`config.mk`:
```
export PLATFORM = sky130hd
export DESIGN_NAME = rptc_repeat_ctrl
export DESIGN_NICKNAME = d
export VERILOG_FILES = /design/src/rtl/rptc_pkg.sv /design/src/rtl/rptc_down_counter.sv /design/src/rtl/rptc_hold_reg.sv /design/src/rtl/rptc_seq_fsm.sv /design/src/rtl/rptc_repeat_ctrl.sv
export SDC_FILE = /design/constraint.sdc
export NUM_CORES = 1
export LEC_CHECK = 0
export ABC_AREA = 1
export BUFFER_PORTS_ARGS = -buffer_cell sky130_fd_sc_hd__buf_2
export CORE_ASPECT_RATIO = 0.9
export CORE_MARGIN = 5
export CORE_UTILIZATION = 35
export CTS_CLUSTER_SIZE = 14
export DETAILED_ROUTE_END_ITERATION = 8
export PLACE_DENSITY = 0.67
export SLEW_MARGIN = 0
export SYNTH_ARGS = -nofsm -noshare
export SYNTH_HDL_FRONTEND = slang
export SYNTH_SLANG_ARGS = --single-unit
export TNS_END_PERCENT = 10
```
`constraint.sdc`:
```
create_clock -name clk -period 6.2 [get_ports clk]
set_input_delay 0.31 -clock clk [delete_from_list [all_inputs] [get_ports clk]]
set_output_delay 0.31 -clock clk [all_outputs]
set_load 0.1 [all_outputs]
```
`src/rtl/rptc_pkg.sv`:
```
package rptc_pkg;

  typedef enum logic [1:0] {
    SEQ_RUN    = 2'd0,
    SEQ_ARMED  = 2'd1,
    SEQ_REPEAT = 2'd2
  } seq_state_e;

endpackage

```
`src/rtl/rptc_down_counter.sv`:
```
module rptc_down_counter #(
  parameter int unsigned CNT_W = 8
) (
  input  logic             clk,
  input  logic             rst_n,
  input  logic             load,
  input  logic [CNT_W-1:0] load_val,
  input  logic             dec,
  output logic             is_zero,
  output logic             is_one
);

  localparam logic [CNT_W-1:0] ONE = CNT_W'(1);

  logic [CNT_W-1:0] cnt_q;

  always_ff @(posedge clk or negedge rst_n) begin
    if (!rst_n) begin
      cnt_q <= '0;
    end else if (load) begin
      cnt_q <= load_val;
    end else if (dec) begin
      cnt_q <= cnt_q - ONE;
    end
  end

  assign is_zero = (cnt_q == '0);
  assign is_one  = (cnt_q == ONE);

  // Each consumed iteration removes exactly one from the remaining count
  assert_count_step_R4: assert property (@(posedge clk) disable iff (!rst_n)
    (dec && !load) |=> (cnt_q == CNT_W'($past(cnt_q) - ONE)));

  // A decrement is never requested on an empty counter
  assert_no_underflow_R4: assert property (@(posedge clk) disable iff (!rst_n)
    dec |-> !is_zero);

endmodule

```
`src/rtl/rptc_hold_reg.sv`:
```
module rptc_hold_reg #(
  parameter int unsigned INSN_W = 32,
  parameter int unsigned PC_W   = 16
) (
  input  logic              clk,
  input  logic              rst_n,
  input  logic              capture,
  input  logic [INSN_W-1:0] d_insn,
  input  logic [PC_W-1:0]   d_pc,
  output logic [INSN_W-1:0] q_insn,
  output logic [PC_W-1:0]   q_pc
);

  always_ff @(posedge clk or negedge rst_n) begin
    if (!rst_n) begin
      q_insn <= '0;
      q_pc   <= '0;
    end else if (capture) begin
      q_insn <= d_insn;
      q_pc   <= d_pc;
    end
  end

  // The held word changes only on a capture
  assert_hold_only_on_capture_R7: assert property (@(posedge clk) disable iff (!rst_n)
    !capture |=> ($stable(q_insn) && $stable(q_pc)));

endmodule

```
`src/rtl/rptc_seq_fsm.sv`:
```
module rptc_seq_fsm
  import rptc_pkg::*;
(
  input  logic       clk,
  input  logic       rst_n,
  input  logic       strobe,
  input  logic       fetch_hs,
  input  logic       issue_hs,
  input  logic       cnt_zero,
  input  logic       cnt_one,
  output seq_state_e state,
  output logic       err
);

  seq_state_e state_d;

  always_comb begin
    state_d = state;
    unique case (state)
      SEQ_RUN:    if (strobe) state_d = SEQ_ARMED;
      SEQ_ARMED:  if (fetch_hs) state_d = cnt_zero ? SEQ_RUN : SEQ_REPEAT;
      SEQ_REPEAT: if (issue_hs && cnt_one) state_d = SEQ_RUN;
      default:    state_d = SEQ_RUN;
    endcase
  end

  always_ff @(posedge clk or negedge rst_n) begin
    if (!rst_n) begin
      state <= SEQ_RUN;
      err   <= 1'b0;
    end else begin
      state <= state_d;
      err   <= strobe && (state != SEQ_RUN);
    end
  end

  // A strobe while busy flags an error in the next cycle
  assert_busy_strobe_err_R9: assert property (@(posedge clk) disable iff (!rst_n)
    (strobe && state != SEQ_RUN) |=> err);

  // A strobe while busy never restarts the arming
  assert_busy_strobe_ignored_R9: assert property (@(posedge clk) disable iff (!rst_n)
    (strobe && state == SEQ_REPEAT && !issue_hs) |=> (state == SEQ_REPEAT));

endmodule

```
`src/rtl/rptc_repeat_ctrl.sv`:
```
module rptc_repeat_ctrl
  import rptc_pkg::*;
#(
  parameter int unsigned INSN_W   = 32,
  parameter int unsigned PC_W     = 16,
  parameter int unsigned CNT_W    = 8,
  parameter int unsigned RESET_PC = 0
) (
  input  logic              clk,
  input  logic              rst_n,
  input  logic              fetch_valid,
  output logic              fetch_ready,
  input  logic [PC_W-1:0]   fetch_pc,
  input  logic [INSN_W-1:0] fetch_insn,
  input  logic              rpt_strobe,
  input  logic [CNT_W-1:0]  rpt_count,
  output logic              issue_valid,
  input  logic              issue_ready,
  output logic [INSN_W-1:0] issue_insn,
  output logic              issue_rpt,
  output logic              issue_last,
  output logic [PC_W-1:0]   pc_out,
  output logic              rpt_err
);

  localparam logic [PC_W-1:0] PC_INIT = PC_W'(RESET_PC);
  localparam logic [PC_W-1:0] PC_ONE  = PC_W'(1);

  seq_state_e        state;
  logic              in_rep, armed;
  logic              fetch_hs, issue_hs;
  logic              cnt_zero, cnt_one, cnt_load, cnt_dec, capture;
  logic [INSN_W-1:0] held_insn;
  logic [PC_W-1:0]   held_pc;
  logic [PC_W-1:0]   pc_q;

  assign in_rep = (state == SEQ_REPEAT);
  assign armed  = (state == SEQ_ARMED);

  // Issue slot: pass-through outside a repeat, held word inside
  assign fetch_ready = in_rep ? 1'b0 : issue_ready;
  assign issue_valid = in_rep ? 1'b1 : fetch_valid;
  assign issue_insn  = in_rep ? held_insn : fetch_insn;
  assign issue_rpt   = in_rep | armed;
  assign issue_last  = in_rep ? cnt_one : (armed & cnt_zero);

  assign fetch_hs = fetch_valid & fetch_ready;
  assign issue_hs = issue_valid & issue_ready;

  assign cnt_load = rpt_strobe & (state == SEQ_RUN);
  assign cnt_dec  = in_rep & issue_hs & ~cnt_one;
  assign capture  = armed & fetch_hs & ~cnt_zero;

  always_ff @(posedge clk or negedge rst_n) begin
    if (!rst_n) begin
      pc_q <= PC_INIT;
    end else if (capture) begin
      pc_q <= fetch_pc;
    end else if (fetch_hs) begin
      pc_q <= fetch_pc + PC_ONE;
    end else if (in_rep && issue_hs && cnt_one) begin
      pc_q <= held_pc + PC_ONE;
    end
  end

  assign pc_out = pc_q;

  rptc_seq_fsm u_fsm (
    .clk      (clk),
    .rst_n    (rst_n),
    .strobe   (rpt_strobe),
    .fetch_hs (fetch_hs),
    .issue_hs (issue_hs),
    .cnt_zero (cnt_zero),
    .cnt_one  (cnt_one),
    .state    (state),
    .err      (rpt_err)
  );

  rptc_down_counter #(.CNT_W(CNT_W)) u_cnt (
    .clk      (clk),
    .rst_n    (rst_n),
    .load     (cnt_load),
    .load_val (rpt_count),
    .dec      (cnt_dec),
    .is_zero  (cnt_zero),
    .is_one   (cnt_one)
  );

  rptc_hold_reg #(.INSN_W(INSN_W), .PC_W(PC_W)) u_hold (
    .clk     (clk),
    .rst_n   (rst_n),
    .capture (capture),
    .d_insn  (fetch_insn),
    .d_pc    (fetch_pc),
    .q_insn  (held_insn),
    .q_pc    (held_pc)
  );

  // Plain accepted word steps the program counter
  assert_pc_step_R3: assert property (@(posedge clk) disable iff (!rst_n)
    (fetch_hs && !capture) |=> (pc_out == PC_W'($past(fetch_pc) + PC_ONE)));

  // Program counter frozen while iterations remain
  assert_pc_held_R6: assert property (@(posedge clk) disable iff (!rst_n)
    (in_rep && !(issue_hs && issue_last)) |=> $stable(pc_out));

  // Stalled repeat keeps offering the same word
  assert_stall_stable_R7: assert property (@(posedge clk) disable iff (!rst_n)
    (in_rep && !issue_ready) |=> (issue_valid && $stable(issue_insn)));

  // After the final issue the fetch stream resumes
  assert_last_ends_R8: assert property (@(posedge clk) disable iff (!rst_n)
    (issue_hs && issue_last) |=> !issue_rpt);

  // Fetch is never accepted while the repeat runs
  assert_no_fetch_in_repeat_R5: assert property (@(posedge clk) disable iff (!rst_n)
    (capture) |=> !fetch_ready);

endmodule

```
==> flow_summary.json <==
{
  "grt_usage_pct": 15.22,
  "syn_area_mm2": 0.004375,
  "synth.distinct_cells": 35,
  "ir_drop_v": 0.0001827,
  "synth_cells": 610,
  "cts_resized": 0,
  "synth_nets": 678,
  "wl_met2_mm": 4.720,
  "slowest_stage": "nor2_2",
  "total_power_uw": 3281,
  "wl_met3_um": 803,
  "finalHoldViolations": 0,
  "post_cts_buffers": 0,
  "cts.sinks": 75,
  "die_h_um": 116.1,
  "ys_seq_elements": 75,
  "cpPeakStageDelay_ns": 0.92,
  "cts.path.max_buffers": 2,
  "holdCritPathClass": "primary input to asynchronous set/reset pin",
  "dieArea_mm2": 0.01484,
  "cts_made_buffers": 9,
  "met1Wirelength_mm": 5.350,
  "critical_path_class": "flip-flop to flip-flop",
  "viasPerCell": 4.738,
  "synth_area_per_cell_um2": 7.173,
  "setup_viol": 0,
  "crit_family": "simple AND/OR/NAND/NOR gates",
  "tns_ns": 0,
  "gp_congestion": 0.8075,
  "final_cell_mix": "nand2_1, buf_2, o21ai_0",
  "fp.dieW_um": 127.9,
  "seqCellArea_mm2": 0.001877,
  "power_density_mw_per_mm2": 619.6,
  "maxCapViolCount": 0,
  "synthTopCellsByArea": "dfrtp_1, nand2_1, o21ai_0, inv_1, nor2_1",
  "grt_pass1_vias": 3767,
  "drv_slew": 0,
  "drive_gt1_share_pct": 21.38,
  "hpwl_mm": 7.895,
  "syn_to_final_growth_pct": 21.02,
  "yosysSeqAreaShare_pct": 42.89,
  "grt_antenna_before_repair": 0,
  "p_leak_uw": 0.002755,
  "cts_tree": "done",
  "cts_max_level": 3,
  "detail_route.wl_per_cell_um": 12.64,
  "cp.required_ns": 6.45,
  "initial_utilization_pct": 35.95,
  "antenna_violating_nets_post_route": 0,
  "worstPathArrival_ns": 3.06,
  "status": "complete, no violations",
  "core_area_mm2": 0.01217,
  "finalCriticalPeriod_ns": 2.807,
  "relSlewSlack_pct": 37.29,
  "multi_input_area_mm2": 0.002049,
  "final_nets": 774,
  "antenna_cells": 0,
  "top_layer": "met4",
  "cp.buffers_inverters": 2,
  "cts_root_buf": "clkbuf_16",
  "drt-initial-drc-count": 272,
  "critPathCaptureType": "flip-flop",
  "grt.overflow.total": 0,
  "synth_top_area_cell": "dfrtp_1",
  "clkTransAtPathRegs_ns": 0.06,
  "rows": 38,
  "path_cells": "inv_1 > ha_2 > inv_2 > nand3_2 > nor2_2 > nand2_1 > o21a_1 > a21oi_1",
  "max_freq_ghz": 0.3562,
  "grt_pass1_wl_mm": 18.40,
  "via_count": 4127,
  "worst_pin_slew_ns": 0.9397,
  "crit_path_max_fanout": 29,
  "io_pins": 114,
  "routed_wl_mm": 11.01,
  "fin_skew_ns": 0.006922,
  "cp-start-kind": "flip-flop",
  "synth_top_area_share_pct": 42.89,
  "fill_cells": 1287,
  "rsz0062_at_grt": "false",
  "drc": 0,
  "layout_commonest_cell": "nand2_1",
  "clkLatencyLatePin_ns": 0.33,
  "postCtsHoldBufs": 0,
  "ys_warn_count": 0,
  "portBuffers": 113,
  "grt_start_max_net_pins": 86,
  "drt-pass1-iter-count": 5,
  "min_period_over_period_pct": 45.28
}
## state kept, by name, indices dropped and copies added (netlist names)
signal and count:
u_fsm.err 1, u_hold.q_pc 16, u_fsm.state 2, u_hold.q_insn 32, pc_out 16, u_cnt.cnt_q 8
## cells by family after synthesis
| kind of cell | share of synthesized area, % |
|---|---|
| adder cells (fa/ha/maj) | 2.002 |
| AO/OA/AOI/OAI | 16.61 |
| AND/OR/NAND/NOR | 27.31 |
| buffers and inverters | 10.58 |
| flip-flops | 42.89 |
| XOR/XNOR | 0.6006 |
## cells in the mapped netlist (all sizes together)
cell type  count
a211o          1
o21ai         98
a31oi         10
o21bai         4
ha             7
or2            1
inv           78
xnor2          1
clkbuf        10
o22ai          2
xor2           2
nand3         29
o221ai         1
o21a           1
o211ai         4
nor3           1
nand4         16
buf           21
and2           1
nand2        189
dfrtp         75
a21oi         10
nor2          48
## routing by layer
metal / vias to the layer above / global-route usage [%]
met2: 142 / 23.34
met5: - / 0
met4: 0 / 4.455
li1: 2150 / -
met3: 12 / 3.272
met1: 1823 / 21.70
## worst paths after layout
check | end | startpoint | cells past startpoint | slack, ns
setup / recovery | pc_out[2] | u_fsm.state[0] | 8 | 3.39
hold / removal | u_hold.q_insn[14] | rst_n | 1 | 0.12
setup reg to reg | pc_out[2] | u_fsm.state[0] | 8 | 3.39
hold reg to reg | u_hold.q_insn[0] | u_hold.q_insn[0] | 2 | 0.49
max in group asynchronous | pc_out[2] | rst_n | 1 | 5.47
min in group clk | u_fsm.err | rpt_strobe | 3 | 0.21
## stage by stage
step	std cells	hold slack, ns	cell area, µm²	util, %	setup slack [ns]
CTS	871	0.1645	5295	43.50	3.351
floorplan	610	0.01441	4375	-	2.778
global placement	855	0.4671	5010	41.16	3.476
finish	871	0.1177	5295	43.50	3.393
global route	871	0.2063	5295	43.50	2.994
detailed placement	855	0.4662	5010	41.16	3.373
## power by group
group / internal [µW] / switching, µW
combinational: 381 / 1560
clock: 285 / 210
sequential: 722 / 125
## layout make-up
class,count,area share (%)
Clock inverter,6,0.8743
Inverter,78,5.529
Multi-Input combinational cell,426,38.71
Clock buffer,10,4.513
Tap cell,160,3.781
Sequential cell,75,35.44
Timing Repair Buffer,116,11.15
No activity file was read; power rests on OpenSTA's default activity.
